[config.mk]
export PLATFORM = sky130hd
export DESIGN_NAME = dma_dispatch_csr
export DESIGN_NICKNAME = d
export VERILOG_FILES = /design/src/rtl/dmacsr_pkg.sv /design/src/rtl/dmacsr_ctrl.sv /design/src/rtl/dmacsr_datapath.sv /design/src/rtl/dma_dispatch_csr.sv
export SDC_FILE = /design/constraint.sdc
export NUM_CORES = 1
export LEC_CHECK = 0
export BUFFER_PORTS_ARGS = -buffer_cell sky130_fd_sc_hd__buf_2
export CAP_MARGIN = 40
export CORE_MARGIN = 1
export CORE_UTILIZATION = 30
export CTS_CLUSTER_DIAMETER = 100
export DETAILED_ROUTE_END_ITERATION = 10
export PLACE_DENSITY = 0.76
export SLEW_MARGIN = 5
export SYNTH_ARGS = -nofsm -noshare
export SYNTH_HDL_FRONTEND = slang
export SYNTH_SLANG_ARGS = --single-unit
[constraint.sdc]
create_clock -name clk -period 2.1 [get_ports clk]
set_input_delay 0.21 -clock clk [delete_from_list [all_inputs] [get_ports clk]]
set_output_delay 0.21 -clock clk [all_outputs]
set_load 0.05 [all_outputs]
[src/rtl/dmacsr_pkg.sv]
package dmacsr_pkg;

  typedef enum logic [2:0] {
    SEL_STATUS,
    SEL_CTRL,
    SEL_FILL,
    SEL_RESP,
    SEL_SEQ,
    SEL_NONE
  } rd_sel_e;

  typedef struct packed {
    logic    ctrlLoad;
    logic    clrHaltErr;
    logic    clrHaltEarly;
    logic    clrPend;
    logic    resetBusy;
    logic    resetFinish;
    rd_sel_e rdSel;
  } csr_strobe_t;

  localparam int OFS_STATUS = 'h00;
  localparam int OFS_CTRL   = 'h04;
  localparam int OFS_FILL   = 'h08;
  localparam int OFS_RESP   = 'h0C;
  localparam int OFS_SEQ    = 'h10;

  localparam int CB_STOP     = 0;
  localparam int CB_RESET    = 1;
  localparam int CB_SOE      = 2;
  localparam int CB_SOET     = 3;
  localparam int CB_GIE      = 4;
  localparam int CB_STOPDESC = 5;

  localparam int SB_HALTERR   = 7;
  localparam int SB_HALTEARLY = 8;
  localparam int SB_PEND      = 9;

endpackage

[src/rtl/dmacsr_ctrl.sv]
module dmacsr_ctrl
  import dmacsr_pkg::*;
#(
  parameter int ADDR_W       = 5,
  parameter int RESET_CYCLES = 8
) (
  input  logic              clk,
  input  logic              rstN,
  input  logic              regWrEn,
  input  logic [ADDR_W-1:0] regAddr,
  input  logic              wrResetBit,
  input  logic [2:0]        wrClrBits,
  output csr_strobe_t       strobe
);

  localparam int CNT_W = $clog2(RESET_CYCLES + 1);
  localparam logic [CNT_W-1:0] CNT_LOAD = CNT_W'(RESET_CYCLES);
  localparam logic [CNT_W-1:0] CNT_LAST = CNT_W'(1);
  localparam logic [ADDR_W-1:0] A_STATUS = ADDR_W'(OFS_STATUS);
  localparam logic [ADDR_W-1:0] A_CTRL   = ADDR_W'(OFS_CTRL);
  localparam logic [ADDR_W-1:0] A_FILL   = ADDR_W'(OFS_FILL);
  localparam logic [ADDR_W-1:0] A_RESP   = ADDR_W'(OFS_RESP);
  localparam logic [ADDR_W-1:0] A_SEQ    = ADDR_W'(OFS_SEQ);

  logic             rstBusy;
  logic [CNT_W-1:0] rstCnt;
  logic             wrStatus;
  logic             wrCtrl;
  logic             startReset;
  logic             lastCycle;

  assign wrStatus   = regWrEn && (regAddr == A_STATUS);
  assign wrCtrl     = regWrEn && (regAddr == A_CTRL) && !rstBusy;
  assign startReset = wrCtrl && wrResetBit;
  assign lastCycle  = rstBusy && (rstCnt == CNT_LAST);

  always_ff @(posedge clk or negedge rstN) begin
    if (!rstN) begin
      rstBusy <= 1'b0;
      rstCnt  <= '0;
    end else if (rstBusy) begin
      rstCnt <= rstCnt - CNT_LAST;
      if (lastCycle) rstBusy <= 1'b0;
    end else if (startReset) begin
      rstBusy <= 1'b1;
      rstCnt  <= CNT_LOAD;
    end
  end

  always_comb begin
    strobe              = '0;
    strobe.ctrlLoad     = wrCtrl;
    strobe.clrHaltErr   = wrStatus && wrClrBits[0];
    strobe.clrHaltEarly = wrStatus && wrClrBits[1];
    strobe.clrPend      = wrStatus && wrClrBits[2];
    strobe.resetBusy    = rstBusy;
    strobe.resetFinish  = lastCycle;
    unique case (regAddr)
      A_STATUS: strobe.rdSel = SEL_STATUS;
      A_CTRL:   strobe.rdSel = SEL_CTRL;
      A_FILL:   strobe.rdSel = SEL_FILL;
      A_RESP:   strobe.rdSel = SEL_RESP;
      A_SEQ:    strobe.rdSel = SEL_SEQ;
      default:  strobe.rdSel = SEL_NONE;
    endcase
  end

  // a reset request accepted while idle starts the interval
  assert_reset_start_R10: assert property (@(posedge clk) disable iff (!rstN)
    (regWrEn && regAddr == A_CTRL && wrResetBit && !rstBusy) |=> rstBusy);

  // the interval does not end before its last cycle
  assert_reset_hold_R10: assert property (@(posedge clk) disable iff (!rstN)
    (rstBusy && rstCnt != CNT_LAST) |=> rstBusy);

  // the interval ends after its last cycle
  assert_reset_end_R10: assert property (@(posedge clk) disable iff (!rstN)
    (rstBusy && rstCnt == CNT_LAST) |=> !rstBusy);

endmodule

[src/rtl/dmacsr_datapath.sv]
module dmacsr_datapath
  import dmacsr_pkg::*;
#(
  parameter int FILL_W = 16,
  parameter int SEQ_W  = 16
) (
  input  logic              clk,
  input  logic              rstN,
  input  csr_strobe_t       strobe,
  input  logic [4:0]        ctrlData,
  input  logic              engBusy,
  input  logic              descEmpty,
  input  logic              descFull,
  input  logic              respEmpty,
  input  logic              respFull,
  input  logic [FILL_W-1:0] rdFill,
  input  logic [FILL_W-1:0] wrFill,
  input  logic [FILL_W-1:0] respFill,
  input  logic [SEQ_W-1:0]  rdSeq,
  input  logic [SEQ_W-1:0]  wrSeq,
  input  logic              evtError,
  input  logic              evtEarly,
  input  logic              evtDone,
  output logic [31:0]       regRdData,
  output logic              engStop,
  output logic              engReset,
  output logic              descHalt,
  output logic              irq
);

  logic ctrlStop, stopOnErr, stopOnEarly, intEnable, stopDesc;
  logic haltErr, haltEarly, pend;
  logic evtLive, setErr, setEarly, setPend, stopped;
  logic [31:0] statusWord, ctrlWord;

  assign evtLive  = !strobe.resetBusy;
  assign setPend  = evtLive && (evtError || evtEarly || evtDone);
  assign setErr   = evtLive && evtError && stopOnErr;
  assign setEarly = evtLive && evtEarly && stopOnEarly;
  assign stopped  = ctrlStop || haltErr || haltEarly;

  always_ff @(posedge clk or negedge rstN) begin
    if (!rstN) begin
      ctrlStop    <= 1'b0;
      stopOnErr   <= 1'b0;
      stopOnEarly <= 1'b0;
      intEnable   <= 1'b0;
      stopDesc    <= 1'b0;
    end else if (strobe.resetFinish) begin
      ctrlStop <= 1'b0;
    end else if (strobe.ctrlLoad) begin
      ctrlStop    <= ctrlData[0];
      stopOnErr   <= ctrlData[1];
      stopOnEarly <= ctrlData[2];
      intEnable   <= ctrlData[3];
      stopDesc    <= ctrlData[4];
    end
  end

  always_ff @(posedge clk or negedge rstN) begin
    if (!rstN) begin
      haltErr   <= 1'b0;
      haltEarly <= 1'b0;
      pend      <= 1'b0;
    end else if (strobe.resetFinish) begin
      haltErr   <= 1'b0;
      haltEarly <= 1'b0;
      pend      <= 1'b0;
    end else begin
      if (setErr) haltErr <= 1'b1;
      else if (strobe.clrHaltErr) haltErr <= 1'b0;
      if (setEarly) haltEarly <= 1'b1;
      else if (strobe.clrHaltEarly) haltEarly <= 1'b0;
      if (setPend) pend <= 1'b1;
      else if (strobe.clrPend) pend <= 1'b0;
    end
  end

  always_comb begin
    statusWord = '0;
    statusWord[0] = engBusy;
    statusWord[1] = descEmpty;
    statusWord[2] = descFull;
    statusWord[3] = respEmpty;
    statusWord[4] = respFull;
    statusWord[5] = stopped;
    statusWord[6] = strobe.resetBusy;
    statusWord[SB_HALTERR]   = haltErr;
    statusWord[SB_HALTEARLY] = haltEarly;
    statusWord[SB_PEND]      = pend;
    ctrlWord = '0;
    ctrlWord[CB_STOP]     = ctrlStop;
    ctrlWord[CB_RESET]    = strobe.resetBusy;
    ctrlWord[CB_SOE]      = stopOnErr;
    ctrlWord[CB_SOET]     = stopOnEarly;
    ctrlWord[CB_GIE]      = intEnable;
    ctrlWord[CB_STOPDESC] = stopDesc;
  end

  always_comb begin
    unique case (strobe.rdSel)
      SEL_STATUS: regRdData = statusWord;
      SEL_CTRL:   regRdData = ctrlWord;
      SEL_FILL:   regRdData = {16'(wrFill), 16'(rdFill)};
      SEL_RESP:   regRdData = {16'h0, 16'(respFill)};
      SEL_SEQ:    regRdData = {16'(wrSeq), 16'(rdSeq)};
      default:    regRdData = '0;
    endcase
  end

  assign engStop  = stopped;
  assign engReset = strobe.resetBusy;
  assign descHalt = stopDesc;
  assign irq      = pend && intEnable;

  // any live event latches the pending flag
  assert_evt_pend_R5: assert property (@(posedge clk) disable iff (!rstN)
    ((evtError || evtEarly || evtDone) && !strobe.resetBusy) |=> pend);

  // a clear with no event drops the pending flag
  assert_pend_clear_R4: assert property (@(posedge clk) disable iff (!rstN)
    (strobe.clrPend && !(evtError || evtEarly || evtDone)) |=> !pend);

  // error under stop-on-error halts the engine
  assert_halt_err_R7: assert property (@(posedge clk) disable iff (!rstN)
    (evtError && stopOnErr && !strobe.resetBusy) |=> (haltErr && engStop));

  // early termination under its policy halts the engine
  assert_halt_early_R8: assert property (@(posedge clk) disable iff (!rstN)
    (evtEarly && stopOnEarly && !strobe.resetBusy) |=> (haltEarly && engStop));

  // end of reset leaves no stop, halt or pending state
  assert_reset_clears_R11: assert property (@(posedge clk) disable iff (!rstN)
    strobe.resetFinish |=> (!pend && !haltErr && !haltEarly && !engStop));

  // control fields hold while a reset is running
  assert_ctrl_frozen_R12: assert property (@(posedge clk) disable iff (!rstN)
    (strobe.resetBusy && !strobe.resetFinish) |=> $stable({stopOnErr, stopOnEarly, intEnable, stopDesc}));

endmodule

[src/rtl/dma_dispatch_csr.sv]
module dma_dispatch_csr
  import dmacsr_pkg::*;
#(
  parameter int ADDR_W       = 5,
  parameter int FILL_W       = 16,
  parameter int SEQ_W        = 16,
  parameter int RESET_CYCLES = 8
) (
  input  logic              clk,
  input  logic              rstN,
  input  logic              regWrEn,
  input  logic [ADDR_W-1:0] regAddr,
  input  logic [31:0]       regWrData,
  output logic [31:0]       regRdData,
  input  logic              engBusy,
  input  logic              descEmpty,
  input  logic              descFull,
  input  logic              respEmpty,
  input  logic              respFull,
  input  logic [FILL_W-1:0] rdFill,
  input  logic [FILL_W-1:0] wrFill,
  input  logic [FILL_W-1:0] respFill,
  input  logic [SEQ_W-1:0]  rdSeq,
  input  logic [SEQ_W-1:0]  wrSeq,
  input  logic              evtError,
  input  logic              evtEarly,
  input  logic              evtDone,
  output logic              engStop,
  output logic              engReset,
  output logic              descHalt,
  output logic              irq
);

  csr_strobe_t strobe;

  dmacsr_ctrl #(
    .ADDR_W       (ADDR_W),
    .RESET_CYCLES (RESET_CYCLES)
  ) u_ctrl (
    .clk        (clk),
    .rstN       (rstN),
    .regWrEn    (regWrEn),
    .regAddr    (regAddr),
    .wrResetBit (regWrData[CB_RESET]),
    .wrClrBits  ({regWrData[SB_PEND], regWrData[SB_HALTEARLY], regWrData[SB_HALTERR]}),
    .strobe     (strobe)
  );

  dmacsr_datapath #(
    .FILL_W (FILL_W),
    .SEQ_W  (SEQ_W)
  ) u_datapath (
    .clk       (clk),
    .rstN      (rstN),
    .strobe    (strobe),
    .ctrlData  ({regWrData[CB_STOPDESC], regWrData[CB_GIE], regWrData[CB_SOET],
                 regWrData[CB_SOE], regWrData[CB_STOP]}),
    .engBusy   (engBusy),
    .descEmpty (descEmpty),
    .descFull  (descFull),
    .respEmpty (respEmpty),
    .respFull  (respFull),
    .rdFill    (rdFill),
    .wrFill    (wrFill),
    .respFill  (respFill),
    .rdSeq     (rdSeq),
    .wrSeq     (wrSeq),
    .evtError  (evtError),
    .evtEarly  (evtEarly),
    .evtDone   (evtDone),
    .regRdData (regRdData),
    .engStop   (engStop),
    .engReset  (engReset),
    .descHalt  (descHalt),
    .irq       (irq)
  );

endmodule

==> results of run 1 <==
==> worst max-delay path, cell delays in order <==
cell and delay (ps):
buf_2 120, or2_2 340, nor4_4 210, buf_12 220, a222oi_1 110, nand2_1 90, buf_2 260
==> state kept, by name, summed over array words and instances, names as in the netlist <==
register,cells
u_ctrl.rstBusy,1
u_ctrl.rstCnt,4
u_datapath.ctrlStop,1
u_datapath.descHalt,1
u_datapath.haltEarly,1
u_datapath.haltErr,1
u_datapath.intEnable,1
u_datapath.pend,1
u_datapath.stopOnEarly,1
u_datapath.stopOnErr,1
==> per-stage QoR <==
stage          std cells  setup slack [ps]  total power (µW)  hold WS [ps]
2_1_floorplan        152               104               804         -85.6
3_3_place_gp         336               302              1000           113
3_5_place_dp         336               296              1020           108
4_1_cts              341               291              1240           190
5_1_grt              341               182              1330           192
6_report             341               308              1240           192
==> synthesized netlist by cell type, drive strengths merged <==
library cell  instances
a31oi                 1
nor3                  4
o21ai                 2
dfrtp                13
nand4                 1
o22ai                 2
mux2i                 2
a22oi                18
nand2                33
clkbuf                1
o32ai                 1
or2                   1
and3                  4
a22o                 16
nand3                 2
nand4b                1
inv                   3
mux2                 10
xnor2                 1
or3                   2
a222oi                4
a32o                  1
nor4                  2
buf                  10
and2                  3
ha                    2
nor2b                 3
xor2                  1
nand3b                1
nor2                  7
==> final cells by class <==
| cell class | count | area (µm²) | share of cell area (%) |
|---|---|---|---|
| multi-input combinational | 125 | 877 | 42.1 |
| timing repair buffer | 146 | 761 | 36.5 |
| sequential | 13 | 325 | 15.6 |
| tap | 50 | 62.6 | 3.00 |
| clock buffer | 4 | 45.0 | 2.16 |
| inverter | 3 | 11.3 | 0.541 |
==> cells by family after synthesis <==
logic type,synth area share (%)
and+or+nand+nor,25.1
AOI/OAI and AO/OA,28.4
buffers and inverters,7.83
DFF,25.1
muxes,10.2
xor gates and xnor gates,1.35
adders and majority gates,1.93
==> worst paths after layout <==
kind,to,depth (start not counted)
worst max-delay path,regRdData[8],7
worst min-delay path,u_datapath.stopOnEarly,2
worst max register to register,u_datapath.stopOnErr,2
worst min register to register,u_datapath.intEnable,1
max in group asynchronous,u_datapath.descHalt,2
min in group asynchronous,u_ctrl.rstCnt[1],2
==> report_power, final <==
part / total (µW) / switching [µW] / internal (µW)
sequential: 437 / 97.8 / 339
clock: 227 / 93.0 / 134
combinational: 575 / 322 / 253
==> metal layers <==
layer  up-vias  part of all wire [%]  global-route usage, %
met5         -                     0                      0
met2        83                    52                   38.0
met1       780                    40                   20.7
li1        856                     -                      -
met3         5                   7.2                   2.03
met4         0                  0.93                   5.59
==> impl_results.md, run 1 <==
* # rows at 23
* GRT overflow at 0
* Leak at 0.00120 µW
* Avg Cell Area, Syn at 8.52 µm²
* Largest cells by area after synthesis: dfrtp_1, a22o_1, a22oi_1
* Largest net degree at the start of global routing at 31
* Worst slew margin at 74.5%
* CP startpoint kind: input port
* Register area share after synthesis at 25.1%
* RSZ-0062 raised after global routing: no
* DRT Wirelength at 4.54 mm
* Gpl congestion at 0.823
* Die area at 4580 µm²
* Die span in x at 67.7 µm
* Routed Antenna Nets at 0
* Yosys top cell area share at 25.1%
* Setup crit start: regAddr[1]
* H-tree depth at 1
* Worst R2R Start: u_ctrl.rstBusy
* Fillers at around 410
* Crit. End Element: output pin
* Worst Hold Launch: regWrData[3]
* Clock period minus worst slack at 1790 ps
* Setup Buffers After CTS at 0
* # port buffers at 140
* Max Clk Rate at 558 MHz
* Post-synth top area cell: dfrtp_1
* DRT iter0 DRCs at 48
* CTS Buf Count at 3
* Synth Instances at between 150 and 200
* Commonest cells after routing, fill and taps aside: buf_2, nand2_1, a22oi_1
* TritonCTS clock tree: done
* Synth unique cells at 36
* R2r setup slk at 720 ps
* WL per Instance at 13.3 µm
* Via count at about 1,700
* Critical path type: in -> out
* Data arrival, critical path at approximately 1600 ps
* First-pass GRT wire length at 6.56 mm
* Commonest non-fill, non-tap cell in the layout: buf_2
* Max Clock Skew at 0.808 ps
* Hold/Removal Path Class: in -> reg
* Final setup fails at 0
* Final setup TNS at 0 ps
* Hold Vio Cnt, Final at 0
* Post-DP HPWL at 3.71 mm
* DRT Pass-1 Iters at 5
* Diode count at 0
* Seq cells post-synth at 13
* WP data required at between 1500 and 2000 ps
* Post-cts resize count at 0
* Synthesized area at about 1300 µm²
* Core area at between 4000 and 5000 µm²
* Dpl cell area at 2030 µm²
* Worst-Margin Slew at 381 ps
* Share of cells above drive strength 1 at 56.4%
* Synth-to-Final Area Change at 60.8%
* Post-route cell area at about 2100 µm²
* Vias in the first global route at about 1,500
* Initial Utilization at 31.7%
* Io pins at 164
* Pins Over Slew Limit at 0
* Final Cycle Share at 85.3%
* CTS Buffer Depth at 2
* Outcome: complete, no violations
* Clk slew on worst S/H paths at roughly 50 ps
* Post-Syn Nets at ~280
* Max-cap violations at 0
* Antenna violations before repair at 0
* Clk_lat worst skew at approximately 250 ps
* Drt drc at 0
* Synth warn at 0
* Via density at 5.06
* P per Cell Area at ~590 nW/µm²
* Clk sinks at 13
* Worst vdd ir at 595 µV
* Die span in y at 67.7 µm
* Final Core Density at 50.9%
* Final #Nets at 422
* Hold Buf Count CTS at 1
* CP max FO at 30
* Root buffer cell: clkbuf_8
* Gr usage total at 19.2%
Note: power is estimated with default switching activity, not from simulation.
==> inputs of run 2 (changes only) <==
--- a/config.mk
+++ b/config.mk
@@ -5,13 +5,14 @@
 export SDC_FILE = /design/constraint.sdc
 export NUM_CORES = 1
 export LEC_CHECK = 0
+export ABC_AREA = 1
 export BUFFER_PORTS_ARGS = -buffer_cell sky130_fd_sc_hd__buf_2
 export CAP_MARGIN = 40
 export CORE_MARGIN = 1
 export CORE_UTILIZATION = 30
 export CTS_CLUSTER_DIAMETER = 100
 export DETAILED_ROUTE_END_ITERATION = 10
-export PLACE_DENSITY = 0.76
+export PLACE_DENSITY = 0.72
 export SLEW_MARGIN = 5
 export SYNTH_ARGS = -nofsm -noshare
 export SYNTH_HDL_FRONTEND = slang
==> impl_results.md, run 2 <==
* First-pass GRT wire length at around 8.7 mm
* Diode count at 0
* Fillers at 549
* Top reg by flops: u_ctrl.rstCnt
* Worst-Margin Slew at 345 ps
* Setup Buffers After CTS at 0
* Final #Nets at about 520
* Share of cells above drive strength 1 at 42.9%
* # rows at 25
* Post-synth EDFFs at 0
* Antenna violations before repair at 0
* R2r setup slk at 520 ps
* CP max FO at 22
* WP data required at 1890 ps
* Via density at slightly below 5
* Critical path type: in -> out
* Clk sinks at 13
* Yosys top cell area share at approximately a quarter
* RSZ-0062 raised after global routing: no
* Final setup fails at 0
* Root buffer cell: clkbuf_8
* Slowest Stage Delay on Critical Path at 320 ps
* Routed Antenna Nets at 0
* Commonest cells after routing, fill and taps aside: buf_2, nand2_1, nand4_1
* DRT Wirelength at 5.48 mm
* Largest net degree at the start of global routing at 28
* GRT overflow at 0
* Pwr Total at 1230 µW
* TritonCTS clock tree: done
* H-tree depth at 1
* Clock period minus worst slack at ~1900 ps
* Largest cells by area after synthesis: nand2_1, dfrtp_1, nand4_1
* Gpl congestion at between 0.8 and 0.9
* Synthesized area at approximately 1500 µm²
* Synth unique cells at 26
* Commonest non-fill, non-tap cell in the layout: buf_2
* Post-Syn Nets at 380
* Delay-heaviest family, CP: buffers and inverters
* Seq cells post-synth at 13
* Reg area at 325 µm²
* WL per Instance at around 12 µm
* Top FF cell, synth: dfrtp_1
* Final setup TNS at 0 ps
* Clk slew on worst S/H paths at roughly 60 ps
* Synth warn at 0
* Synth-to-Final Area Change at 53.6%
* Crit. End Element: output pin
* CP startpoint kind: input port
* Worst Path Buf+Inv at 3
* Max Clk Rate at about 530 MHz
* Cell-by-cell trace of the critical path: buf_2, buf_4, nand3_2, o21ai_0, buf_2
* Vias in the first global route at 1,969
* Max reg flops at 4
* Final Cycle Share at 90.4%
* P per Cell Area at 535 nW/µm²
* DRT iter0 DRCs at 64
* Die area at approximately 5300 µm²
* Data arrival, critical path at 1690 ps
* Die span in y at 72.6 µm
* Worst slew margin at 77.0%
* Slowest CP cell: nand3_2
* Max Clock Skew at 1.18 ps
* Via count at 2,181
* Leak at between 0.001 and 0.0015 µW
* Core area at 4750 µm²
* Post-synth top area cell: nand2_1
* Multi-input combinational cell area at 982 µm²
* Io pins at roughly 160
* Drt drc at 0
* CTS Buf Count at 3
* Initial Utilization at 31.4%
* Post-Place Cells at 447
* Outcome: complete, no violations
* CTS Buffer Depth at 2
* Gr usage total at 20.7%
* Register area share after synthesis at 21.8%
* Synth cell count leaders: nand2_1, nand4_1, inv_1, nand3_1, o21ai_1
* Most used cell, CP: buf_2
* Worst vdd ir at 486 µV
* Die span in x at 72.6 µm
* Post-cts resize count at 0
* Hold Vio Cnt, Final at 0
* Synth Instances at 250
* DRT Pass-1 Iters at 4
* Post-DP HPWL at 4.32 mm
* Pins Over Slew Limit at 0
* Max-cap violations at 0
* FFs w/ async S/R, synth at 100%
* WHS at 160 ps
* Hold/Removal Path Class: in -> reg
* Clk_lat worst skew at 250 ps
* Most instantiated library cell after synthesis: nand2_1
* # port buffers at 140
* Non-Filler Instances at approximately 450
* Avg Cell Area, Syn at 5.98 µm²
[run 2: cell count changes after synthesis, sizes merged, moves of 9 or more]
cell,previous run,this run
nand2,33,97
nand4,1,36
inv,3,26
nand3,2,21
a22oi,18,0
a22o,16,0
o21ai,2,18
mux2,10,0
nor2,7,16
[run 2: through the flow]
step	util [%]	instance area, µm²	worst slack (ps)
after floorplan	-	1490	245
after global placement	47.1	2240	304
after detailed placement	47.1	2240	238
after CTS	48.3	2290	224
after global routing	48.3	2290	96.6
final	48.3	2290	201
[run 2: kinds of logic after synthesis]
group,Yosys count,share of synthesized area (%)
AOI/OAI and AO/OA,20,7.04
buffers and inverters,41,12.5
adders and majority gates,2,1.67
DFF,13,21.8
and+or+nand+nor,174,57.0
[run 2: layout make-up]
cell class | instances | area share (%)
multi-input cells | 196 | 42.8
inverters | 26 | 4.25
flip-flops and latches | 13 | 14.2
clock buffers | 4 | 1.96
repair buffers | 146 | 33.2
well taps | 67 | 3.65
[run 2: power breakdown]
group,internal (µW),switching (µW),total [µW]
Combinational,211,366,577
Clock,134,98.0,232
Sequential,335,82.3,418
[run 2: tightest hold or removal path, delay by kind of cell]
kind | cells | cell delay (ps)
AND/OR/NAND/NOR | 2 | 90
buffers and inverters | 1 | 70
[run 2: repair_timing]
action | 4_1_cts | 5_1_grt
endpoints found under the hold margin | 13 | 0
hold buffers | 1 | 0
endpoints found under the setup margin | 0 | 0
[run 2: metal layers]
layer	vias to the layer above	wire, µm	global-route usage (%)	share of wire [%]
li1	1102	-	-	-
met1	955	2340	24.7	43
met2	111	2590	37.6	47
met3	13	390	2.50	7.1
met4	0	153	8.28	2.8
met5	-	0	0	0
[run 2: path summary, 6_finish.rpt]
kind / start / end / cells after the start
setup / recovery: regAddr[3] / regRdData[28] / 5
hold / removal: regWrData[2] / u_datapath.stopOnErr / 3
setup reg to reg: u_ctrl.rstBusy / u_datapath.intEnable / 6
hold reg to reg: u_datapath.stopOnErr / u_datapath.stopOnErr / 2
max in group asynchronous: rstN / u_datapath.ctrlStop / 2
min in group asynchronous: rstN / u_ctrl.rstCnt[1] / 2
